<file path="config.mk">
export PLATFORM = sky130hd
export DESIGN_NAME = burst_suspend_engine
export DESIGN_NICKNAME = d
export VERILOG_FILES = /design/src/rtl/burst_suspend_engine.sv
export SDC_FILE = /design/constraint.sdc
export NUM_CORES = 1
export LEC_CHECK = 0
export BUFFER_PORTS_ARGS = -buffer_cell sky130_fd_sc_hd__buf_4
export CAP_MARGIN = 20
export CORE_AREA = 2 2 231 404
export DETAILED_ROUTE_END_ITERATION = 16
export DIE_AREA = 0 0 233 406
export PLACE_DENSITY = 0.69
export SYNTH_ARGS = -nofsm -noshare
export SYNTH_HDL_FRONTEND = slang
export SYNTH_SLANG_ARGS = --single-unit
</file>
<file path="constraint.sdc">
create_clock -name clk -period 3.65 [get_ports clk]
set_input_delay 0.1825 -clock clk [delete_from_list [all_inputs] [get_ports clk]]
set_output_delay 0.1825 -clock clk [all_outputs]
set_load 0.05 [all_outputs]
</file>
<file path="src/rtl/burst_suspend_engine.sv">
module burst_suspend_engine #(
  parameter int DW    = 16,
  parameter int COL_W = 6,
  parameter int BL    = 4
) (
  input  logic             clk,
  input  logic             rst_n,
  input  logic             cke,
  input  logic [1:0]       cmd,
  input  logic [COL_W-1:0] addr,
  input  logic [DW-1:0]    wdata,
  output logic [DW-1:0]    rdata,
  output logic             rdata_oe
);
  localparam int DEPTH = 1 << COL_W;
  localparam int CNT_W = (BL > 1) ? $clog2(BL) : 1;
  localparam logic [COL_W-1:0] MASK = COL_W'(BL - 1);
  localparam logic [1:0] OP_RD = 2'b01;
  localparam logic [1:0] OP_WR = 2'b10;

  logic [DW-1:0]    mem [DEPTH];
  logic             cke_q, busy, is_rd;
  logic [CNT_W-1:0] cnt;
  logic [COL_W-1:0] base;

  wire              frozen   = busy & ~cke_q;
  wire              start_rd = ~busy & (cmd == OP_RD);
  wire              start_wr = ~busy & (cmd == OP_WR);
  wire [CNT_W-1:0]  cnt_nxt  = cnt + 1'b1;
  wire              last     = (cnt_nxt == CNT_W'(BL - 1));
  wire [COL_W-1:0]  col_nxt  = (base & ~MASK) | ((base + COL_W'(cnt_nxt)) & MASK);

  always_ff @(posedge clk or negedge rst_n) begin
    if (!rst_n) begin
      cke_q    <= 1'b1;
      busy     <= 1'b0;
      is_rd    <= 1'b0;
      cnt      <= '0;
      base     <= '0;
      rdata    <= '0;
      rdata_oe <= 1'b0;
    end else begin
      cke_q <= cke;
      if (!frozen) begin
        if (busy) begin
          cnt      <= cnt_nxt;
          busy     <= ~last;
          rdata_oe <= is_rd;
          if (is_rd) rdata <= mem[col_nxt];
        end else if (start_rd || start_wr) begin
          base     <= addr;
          cnt      <= '0;
          busy     <= (BL > 1);
          is_rd    <= start_rd;
          rdata_oe <= start_rd;
          if (start_rd) rdata <= mem[addr];
        end else begin
          rdata_oe <= 1'b0;
        end
      end
    end
  end

  always_ff @(posedge clk) begin
    if (!frozen) begin
      if (busy && !is_rd) mem[col_nxt] <= wdata;
      else if (start_wr)  mem[addr]    <= wdata;
    end
  end
endmodule

</file>
==> impl_metrics.env <==
export IMPL_design_power_total_mw=53.7
export IMPL_fin_nets=3483
export IMPL_vias=35000
export IMPL_fin_tns_setup_ns=-0.0135
export IMPL_hpwl_um=131000
export IMPL_syn_cell_area_mm2=0.0500
export IMPL_r2r_start="cnt[0]"
export IMPL_clock_sinks=1052
export IMPL_startpoint="cnt[0]"
export IMPL_drc_errors=0
export IMPL_finalCriticalPeriod_ns=3.66
export IMPL_grt_overflow=0
export IMPL_final_cells=4727
export IMPL_hold_start="wdata[8]"
export IMPL_min_path_type="input pin to register"
export IMPL_grt_start_max_net_pins=78
export IMPL_place_congestion=1.06
export IMPL_die_w_um=233
export IMPL_p_per_area_mw_per_mm2=939
export IMPL_fin_util=0.625
export IMPL_vias_per_cell=7.41
export IMPL_io_buffers=43
export IMPL_grt_pass1_wl_um=268000
export IMPL_syn_area_per_cell_um2=15.4
export IMPL_synth_ff_type="edfxtp_1"
export IMPL_fill_cells=6551
export IMPL_rows=147
export IMPL_peakVddDrop_uv=1260
export IMPL_first_global_vias=34400
export IMPL_grt_antenna_before_repair=8
export IMPL_mostFrequentLayoutCell="edfxtp_1"
export IMPL_mostFrequentLayoutCells="edfxtp_1 (1024), nand2_1 (398), mux4_2 (341), buf_4 (304), mux2i_1 (178)"
export IMPL_slew_violations=0
export IMPL_fmax_ghz=0.273
export IMPL_hold_violations=0
export IMPL_final_area_mm2=0.0572
export IMPL_clk_pin_slew_ns=0.07
export IMPL_async_flop_share=0.0266
export IMPL_critPathLaunchType="register"
export IMPL_cts_root_buf="clkbuf_16"
export IMPL_synth_edf_count=1024
export IMPL_floorplan_initialDensity=0.547
export IMPL_cp_required_ns=4.28
export IMPL_status="finished with violations"
export IMPL_insertion_delay_ns=0.72
export IMPL_maxSlewHeadroom=0.303
export IMPL_drt_iter0_drc=5246
export IMPL_wirelength_um=193000
export IMPL_whs_ns=0.0350
export IMPL_violations="negative setup slack"
export IMPL_critPathKind="register to register"
export IMPL_numCtsBuffers=94
export IMPL_grtUsageTotal=0.416
export IMPL_ys_seq_area_frac=0.629
export IMPL_dp_cells=4539
export IMPL_ys_seq_elements=1052
export IMPL_die_area_mm2=0.0946
export IMPL_p_leak_nw=18.9
export IMPL_cap_violations=0
export IMPL_io_pins=44
export IMPL_post_drt_wl_per_cell_um=40.9
export IMPL_layout_setup_ws_ns=-0.00715
export IMPL_tightest_slew_ns=1.05
export IMPL_cts_buffer_depth=3
export IMPL_arrival_ns=4.29
export IMPL_skew_ns=0.0227
export IMPL_first_pass_iters=6
export IMPL_cts_htree_levels=3
export IMPL_die_y_um=406
export IMPL_core_mm2=0.0914
export IMPL_detail_route_antenna_nets=0
export IMPL_place_ws_ns=-0.157
export IMPL_cts_tree="yes"
export IMPL_setup_violations=2
export IMPL_drive_gt1_frac=0.269
export IMPL_syn_num_nets=3267
export IMPL_timing_final_crit_share=1.00
export IMPL_path_max_fanout=41
export IMPL_yosysWarnings=0
export IMPL_syn_inst=3238
export IMPL_dpl_cell_area_mm2=0.0538
export IMPL_setup_worst_path_end_class="register"
export IMPL_area_growth_syn_to_layout_pct=14.4
export IMPL_synth_distinct_cells=73
## power breakdown
part | internal [mW] | switching [mW] | leakage, nW | total (mW)
clock network | 5.69 | 4.68 | 1.54 | 10.4
logic | 9.74 | 19.1 | 7.81 | 28.8
registers | 13.9 | 0.592 | 9.55 | 14.5
total | 29.3 | 24.3 | 18.9 | 53.7
## cell type report
type                    instances  area (um2)  area share
flip-flops and latches       1052       31500       0.550
multi-input cells            1928       17500       0.306
repair buffers                372        3510      0.0615
clock buffers                 113        2490      0.0435
well taps                    1192        1490      0.0261
clock inverters                60         672      0.0118
inverters                       6        22.5    0.000394
diodes                          4        10.0    0.000175
## timing repair
item / CTS / global route
cloned: 0 / 0
endpoints found under the hold margin: 35 / 0
setup endpoints to repair: 2 / 5
hold buffers: 11 / 0
resized for setup: 3 / 8
setup buffers: 0 / 0
## worst max-delay path, stage by stage (launching register included)
cell and delay (ns):
dfrtp_1 0.40, inv_1 0.18, ha_4 0.25, xor3_4 0.53, buf_12 0.31, buf_4 0.24
nand2_1 0.11, a31oi_1 0.42, buf_4 0.19, nand4_1 0.24, a41o_1 0.36, o31ai_1 0.27
## state kept, by name, indices dropped and copies added, names as in the netlist
register and flops:
busy 1, mem 1024, is_rd 1, rdata 16, cke_q 1, base 6
cnt 2, rdata_oe 1
## metal layers
layer	part of all wire	wire length, um	track usage
met4	0.11	21800	0.363
met1	0.32	60900	0.485
met3	0.10	19300	0.0802
met2	0.47	91400	0.659
met5	0.00020	39	0
## synth_stat cells, drive strengths merged (4+ instances only)
library cell / n / area, um2
edfxtp: 1024 / 30700
nand2: 400 / 1510
mux4: 341 / 7680
mux2i: 178 / 1780
buf: 152 / 792
nor2: 146 / 551
nand3: 121 / 606
a21oi: 101 / 505
clkbuf: 100 / 375
o21ai: 76 / 380
a31oi: 67 / 419
nor3: 54 / 270
o22ai: 50 / 313
mux2: 48 / 541
a221oi: 47 / 412
dfrtp: 27 / 676
o221ai: 21 / 184
o31ai: 21 / 158
nand4: 20 / 125
nor2b: 20 / 125
a211oi: 19 / 143
a22oi: 18 / 135
and3: 15 / 93.8
o2111ai: 15 / 131
a2111oi: 13 / 126
a32oi: 11 / 96.3
nor4: 10 / 62.6
nand2b: 9 / 56.3
o211ai: 9 / 67.6
a22o: 8 / 70.1
a31o: 7 / 61.3
a221o: 6 / 60.1
a311oi: 6 / 52.6
and2: 6 / 37.5
or3: 6 / 37.5
a32o: 5 / 50.1
inv: 5 / 18.8
nor4b: 4 / 35.0
o311ai: 4 / 35.0
or2: 4 / 25.0
## final timing paths
| path | end | slack, ns | cells after the start |
|---|---|---|---|
| max | rdata[8] | -0.007 | 11 |
| max in group asynchronous | base[2] | 2.85 | 4 |
| min in group asynchronous | rdata[6] | 0.38 | 3 |
| max reg2reg | rdata[8] | -0.007 | 11 |
| min reg2reg | cnt[0] | 0.53 | 1 |
| min | mem[45][8] | 0.04 | 1 |
## cells by family after synthesis
kind of cell             synth area share
multiplexers                        0.200
XOR/XNOR                          0.00148
adder cells (fa/ha/maj)          0.000501
AND/OR/NAND/NOR                    0.0718
buffers and inverters              0.0238
flip-flops                          0.629
AO/OA/AOI/OAI                      0.0731
Note: power is estimated with default switching activity, not from simulation.
